[src/rtl/supply_seq_pkg.sv]
// Shared types for the supply startup and restart sequencer.
// Assumes a three-bit state code is visible at the block edge.
package supply_seq_pkg;

    localparam int ST_W = 3;

    typedef enum logic [ST_W-1:0] {
        ST_CHARGE  = 3'd0,
        ST_RUN     = 3'd1,
        ST_RESTART = 3'd2,
        ST_HOLD    = 3'd3,
        ST_REFILL  = 3'd4
    } seq_state_t;

    // Bit positions of the flag vector that is fed through the synchronizer
    localparam int F_ON    = 0;
    localparam int F_LOW   = 1;
    localparam int F_LOCK  = 2;
    localparam int F_FAULT = 3;
    localparam int NFLAGS  = 4;

endpackage

[src/rtl/seq_flag_sync.sv]
// Multi-stage synchronizer for a vector of slow level flags.
// Assumes each flag is a level that holds for several clocks, so that
// per-bit resolution is enough and no bus coherence is required.
module seq_flag_sync #(
    parameter int          WIDTH   = 4,
    parameter int          STAGES  = 2,
    parameter logic [WIDTH-1:0] RST_VAL = '0
) (
    input  logic             clk,
    input  logic             rst_n,
    input  logic [WIDTH-1:0] async_i,
    output logic [WIDTH-1:0] sync_o
);

    logic [WIDTH-1:0] stage_q [STAGES];

    generate
        for (genvar s = 0; s < STAGES; s++) begin : g_stage
            if (s == 0) begin : g_first
                // Capture the raw flags
                always_ff @(posedge clk) begin
                    if (!rst_n) stage_q[0] <= RST_VAL;
                    else        stage_q[0] <= async_i;
                end
            end else begin : g_next
                // Shift the flags one stage further
                always_ff @(posedge clk) begin
                    if (!rst_n) stage_q[s] <= RST_VAL;
                    else        stage_q[s] <= stage_q[s-1];
                end
            end
        end
    endgenerate

    assign sync_o = stage_q[STAGES-1];

endmodule

[src/rtl/seq_fsm.sv]
// Supply sequencing state machine.
// Assumes the rail flags are already synchronized. A fault outranks
// every rail flag. Reset returns the machine to the cold-charge state.
module seq_fsm
    import supply_seq_pkg::*;
(
    input  logic       clk,
    input  logic       rst_n,
    input  logic       on_s,
    input  logic       low_s,
    input  logic       lock_s,
    input  logic       fault_s,
    output seq_state_t state_q
);

    seq_state_t state_d;

    // Next-state selection
    always_comb begin
        state_d = state_q;
        unique case (state_q)
            ST_CHARGE: begin
                if (on_s) state_d = fault_s ? ST_HOLD : ST_RUN;
            end
            ST_RUN: begin
                if (fault_s)    state_d = ST_HOLD;
                else if (low_s) state_d = ST_RESTART;
            end
            ST_RESTART: begin
                if (fault_s)     state_d = ST_REFILL;
                else if (lock_s) state_d = ST_CHARGE;
            end
            ST_HOLD: begin
                if (low_s)         state_d = ST_REFILL;
                else if (!fault_s) state_d = ST_RUN;
            end
            ST_REFILL: begin
                if (on_s) state_d = fault_s ? ST_HOLD : ST_RUN;
            end
            default: state_d = ST_CHARGE;
        endcase
    end

    // State register
    always_ff @(posedge clk) begin
        if (!rst_n) state_q <= ST_CHARGE;
        else        state_q <= state_d;
    end

endmodule

[src/rtl/seq_out_dec.sv]
// Turns the sequencer state into the two enables and the test code.
// Assumes the state is registered, so the outputs are glitch-free decodes.
module seq_out_dec
    import supply_seq_pkg::*;
(
    input  seq_state_t      state_q,
    output logic            src_en,
    output logic            sw_en,
    output logic [ST_W-1:0] code
);

    // Map each state onto the source and switching enables
    always_comb begin
        src_en = 1'b0;
        sw_en  = 1'b0;
        unique case (state_q)
            ST_CHARGE, ST_REFILL: src_en = 1'b1;
            ST_RUN, ST_RESTART:   sw_en  = 1'b1;
            default: ;
        endcase
    end

    assign code = state_q;

endmodule

[src/rtl/supply_seq_top.sv]
// Top of the supply startup and restart sequencer.
// Assumes the comparator flags and the fault flag are asynchronous levels.
// Assumes the hysteresis that keeps those levels stable sits outside.
module supply_seq_top
    import supply_seq_pkg::*;
#(
    parameter int SYNC_STAGES = 2
) (
    input  logic            clk,
    input  logic            rst_n,
    input  logic            rail_on_i,
    input  logic            rail_low_i,
    input  logic            rail_lock_i,
    input  logic            fault_i,
    output logic            src_en_o,
    output logic            sw_en_o,
    output logic [ST_W-1:0] state_o
);

    logic [NFLAGS-1:0] raw_flags;
    logic [NFLAGS-1:0] syn_flags;
    logic              on_s, low_s, lock_s, fault_s;
    seq_state_t        state_q;

    // Gather the flags into one vector for the synchronizer
    always_comb begin
        raw_flags          = '0;
        raw_flags[F_ON]    = rail_on_i;
        raw_flags[F_LOW]   = rail_low_i;
        raw_flags[F_LOCK]  = rail_lock_i;
        raw_flags[F_FAULT] = fault_i;
    end

    seq_flag_sync #(
        .WIDTH   (NFLAGS),
        .STAGES  (SYNC_STAGES),
        .RST_VAL ('0)
    ) sync_i (
        .clk     (clk),
        .rst_n   (rst_n),
        .async_i (raw_flags),
        .sync_o  (syn_flags)
    );

    assign on_s    = syn_flags[F_ON];
    assign low_s   = syn_flags[F_LOW];
    assign lock_s  = syn_flags[F_LOCK];
    assign fault_s = syn_flags[F_FAULT];

    seq_fsm fsm_i (
        .clk     (clk),
        .rst_n   (rst_n),
        .on_s    (on_s),
        .low_s   (low_s),
        .lock_s  (lock_s),
        .fault_s (fault_s),
        .state_q (state_q)
    );

    seq_out_dec dec_i (
        .state_q (state_q),
        .src_en  (src_en_o),
        .sw_en   (sw_en_o),
        .code    (state_o)
    );

endmodule

[config.mk]
export PLATFORM = sky130hd
export DESIGN_NAME = supply_seq_top
export DESIGN_NICKNAME = d
export VERILOG_FILES = /design/src/rtl/supply_seq_pkg.sv /design/src/rtl/seq_flag_sync.sv /design/src/rtl/seq_fsm.sv /design/src/rtl/seq_out_dec.sv /design/src/rtl/supply_seq_top.sv
export SDC_FILE = /design/constraint.sdc
export NUM_CORES = 1
export LEC_CHECK = 0
export BUFFER_PORTS_ARGS = -buffer_cell sky130_fd_sc_hd__buf_2
export CELL_PAD_IN_SITES_DETAIL_PLACEMENT = 0
export CELL_PAD_IN_SITES_GLOBAL_PLACEMENT = 1
export CORE_MARGIN = 2
export CORE_UTILIZATION = 33
export CTS_CLUSTER_DIAMETER = 150
export DETAILED_ROUTE_END_ITERATION = 8
export PLACE_DENSITY_LB_ADDON = 0.08
export SYNTH_ARGS = -nofsm -noshare
export SYNTH_HDL_FRONTEND = slang
export SYNTH_SLANG_ARGS = --single-unit
export TNS_END_PERCENT = 5
[constraint.sdc]
create_clock -name clk -period 1.81 [get_ports clk]
set_input_delay 0.362 -clock clk [delete_from_list [all_inputs] [get_ports clk]]
set_output_delay 0.362 -clock clk [all_outputs]
set_load 0.005 [all_outputs]
==> flow_summary.rst <==
.. list-table::
   :header-rows: 1

   * - Metric
     - Value
   * - # H-tree levels
     - 1
   * - Number of filler instances in the final layout
     - 153
   * - Row cnt
     - 13
   * - Clock tree from TritonCTS
     - done
   * - Gr usage total
     - 10.0%
   * - First-pass GRT wire length
     - 1.04 mm
   * - Area growth syn-to-layout
     - 15.8%
   * - Cts repair resizes
     - 0
   * - Sort of element at the end of the critical path
     - output port
   * - # port buffers
     - 10
   * - Summed area of non-filler cells in the final layout
     - 532 um^2
   * - Type of the worst setup path
     - reg2out
   * - Area of the mapped netlist
     - 459 um^2
   * - Final slew viol count
     - 0
   * - Global-route layer with the greatest usage
     - met2
   * - Post-detailed-route via-to-cell ratio
     - 4.53
   * - Hold violation total from the final report
     - 0
   * - Total length of routed wires
     - 729 um
   * - Post-synth EDFFs
     - 0
   * - Post-synthesis net count
     - 52
   * - Number of setup violations in the final report
     - 0
   * - Power density over the cells
     - 1220 mW/mm^2
   * - Die area
     - 0.00171 mm^2
   * - Number of placed I/O pins
     - 11
   * - Crit Reg-Reg Endpoint
     - fsm_i.state_q[1]
   * - Post-synthesis area per instance
     - 9.98 um^2
   * - Synthesis-stage register bit count
     - 11
   * - Number of distinct library cell variants in the gate-level netlist after synthesis
     - 20
   * - Slew HR
     - 77.2%
   * - Startpoint of the tightest hold check path
     - rail_lock_i
   * - Initial core utilization
     - 35.3%
   * - Worst Path Max Fanout
     - 10
   * - Fraction of the cycle the final worst path needs
     - 82.0%
   * - Async set-reset flop share out of synthesis
     - 0%
   * - Number of buffers inserted for hold repair after clock tree synthesis
     - 0
   * - Reg2Reg Setup Slack
     - 0.41 ns
   * - Setup Fix Bufs, Post-CTS
     - 0
   * - Number of instances in the synthesized netlist
     - 46
   * - Number of nets with antenna violations after routing
     - 0
   * - Via Count
     - 326
   * - Final-stage net count
     - 64
   * - Worst reg2reg path depth
     - 4
   * - Signal arrival time at the worst endpoint
     - 1.12 ns
   * - Worst setup skew after layout
     - 0.000455 ns
   * - Antenna diode count
     - 0
   * - Type of the most critical hold path
     - in2reg
   * - Vias in the first global route
     - 263
   * - Clock buffers created by TritonCTS
     - 3
   * - CTS root buffer
     - sky130_fd_sc_hd__clkbuf_4
   * - Crit path launch type
     - flip-flop
   * - First-pass iteration count of the detailed router
     - 1
   * - Total overflow reported by the global router
     - 0
   * - Grt met3 use
     - 1.60%
   * - Tightest Pin Transition
     - 0.341 ns
   * - Max clock buf depth
     - 2
   * - Met1 Resource Use GR
     - 10.1%
   * - Unrepaired setup endpoints after global routing
     - false
   * - Die outline width
     - 41.3 um
   * - Die Span Y
     - 41.3 um
   * - Static power due to leakage
     - 0.229 nW
   * - Final critical delay including setup and external delays
     - 1.48 ns
   * - Final setup TNS
     - 0 ns
   * - Share of final-layout standard cells stronger than drive strength 1
     - 28.1%
   * - Clock slew at the register clock pins of the worst setup and hold paths
     - 0.06 ns
   * - Maximum number of pins on one net before global-route repair
     - 14
   * - Peak supply drop
     - 0.518 mV
   * - Final routed wire length divided by cell count
     - 10.1 um
   * - Number of remaining DRC errors
     - 0
   * - Hold Crit Endpoint
     - sync_i.stage_q[0][2]
   * - Clock latency on the worst-skew pair
     - 0.26 ns
   * - Final estimated routing congestion in global placement
     - 0.636
   * - Placed instance area
     - 505 um^2
   * - Iteration-0 DRC Markers
     - 0
   * - Count of yosys warnings during synthesis
     - 0
   * - Standard cell core area
     - 0.00130 mm^2
   * - Sequential share of the synthesized area
     - 48.0%
   * - Most frequently used flop master after synthesis
     - sky130_fd_sc_hd__dfxtp_1
   * - Run status
     - finished clean
   * - Start of the worst register-to-register path
     - fsm_i.state_q[0]
   * - Number of cells on the worst hold path
     - 2
   * - Most used cells in the layout excluding fill and tap cells
     - 11 x sky130_fd_sc_hd__dfxtp_1, 10 x sky130_fd_sc_hd__buf_2, 8 x sky130_fd_sc_hd__and2_1
   * - Max-cap violations
     - 0
   * - Number of sinks on the clock net
     - 11
   * - Highest Clock Rate
     - 0.674 GHz
   * - Most common cell after layout, fill and taps aside
     - sky130_fd_sc_hd__dfxtp_1
   * - Met2 demand-to-capacity share in global routing
     - 17.2%
   * - Req. time, crit path
     - 1.45 ns
   * - Number of antenna violations at the first check in global routing
     - 0
## state kept, by name, summed over array words and instances (netlist names)
name            count
sync_i.stage_q      8
fsm_i.state_q       3
## report_power, final
| group | switching (mW) | leakage (nW) | total [mW] | internal, mW |
|---|---|---|---|---|
| Sequential | 0.0376 | 0.0906 | 0.302 | 0.264 |
| Clock | 0.0697 | 0.0150 | 0.155 | 0.0849 |
| Combinational | 0.0819 | 0.124 | 0.191 | 0.109 |
## worst max path at each step
stage,from,cells after the start,to,slack [ns]
after global placement,fsm_i.state_q[0],4,fsm_i.state_q[1],0.50
after global routing,fsm_i.state_q[0],3,sw_en_o,0.24
after CTS,fsm_i.state_q[0],3,sw_en_o,0.31
after floorplan,fsm_i.state_q[0],5,fsm_i.state_q[0],0.60
final,fsm_i.state_q[0],3,sw_en_o,0.33
after detailed placement,fsm_i.state_q[0],4,fsm_i.state_q[1],0.43
## cells by family (layout without fill, tap and decap cells)
kind of cell	Yosys count	count (layout)	share of synthesized area (%)
compound gates	5	5	8.99
flops	11	11	48.0
simple gates	21	21	26.7
buf+inv	4	15	5.72
mux	4	4	8.72
xor+xnor	1	1	1.91
## cells in the mapped netlist (4+ instances only)
cell	number	share of area [%]
sky130_fd_sc_hd__nor2_1	4	3.3
sky130_fd_sc_hd__and2_1	8	11
sky130_fd_sc_hd__dfxtp_1	11	48
sky130_fd_sc_hd__mux2i_1	4	8.7
sky130_fd_sc_hd__nand2_1	4	3.3
## critical path, stage by stage, from the launching register on
cell	delay (ns)
sky130_fd_sc_hd__dfxtp_1	0.52
sky130_fd_sc_hd__xnor2_1	0.16
sky130_fd_sc_hd__nor2_1	0.05
sky130_fd_sc_hd__buf_2	0.13
## per-layer routing
| metal | wire, um | up-vias |
|---|---|---|
| met1 | 305 | 142 |
| li1 | - | 175 |
| met4 | 0 | 0 |
| met3 | 48 | 0 |
| met5 | 0 | - |
| met2 | 375 | 9 |
## through the flow
stage	std cells	power (mW)	hold slack, ns	utilization [%]	setup WS [ns]
after detailed placement	68	0.501	0.419	38.8	0.428
after global routing	72	0.697	0.305	40.9	0.240
after global placement	68	0.493	0.411	38.8	0.495
after CTS	72	0.661	0.294	40.9	0.311
after floorplan	46	0.460	0.406	-	0.602
final	72	0.647	0.308	40.9	0.327
## final cells by class
cell class / instances / area (um^2) / share of cell area (%)
Tap cell: 15 / 18.8 / 3.53
Multi-Input combinational cell: 31 / 213 / 40.0
Inverter: 1 / 3.75 / 0.706
Sequential cell: 11 / 220 / 41.4
Clock buffer: 4 / 26.3 / 4.94
Timing Repair Buffer: 10 / 50.0 / 9.41
Power figures use the tool's default switching activity.
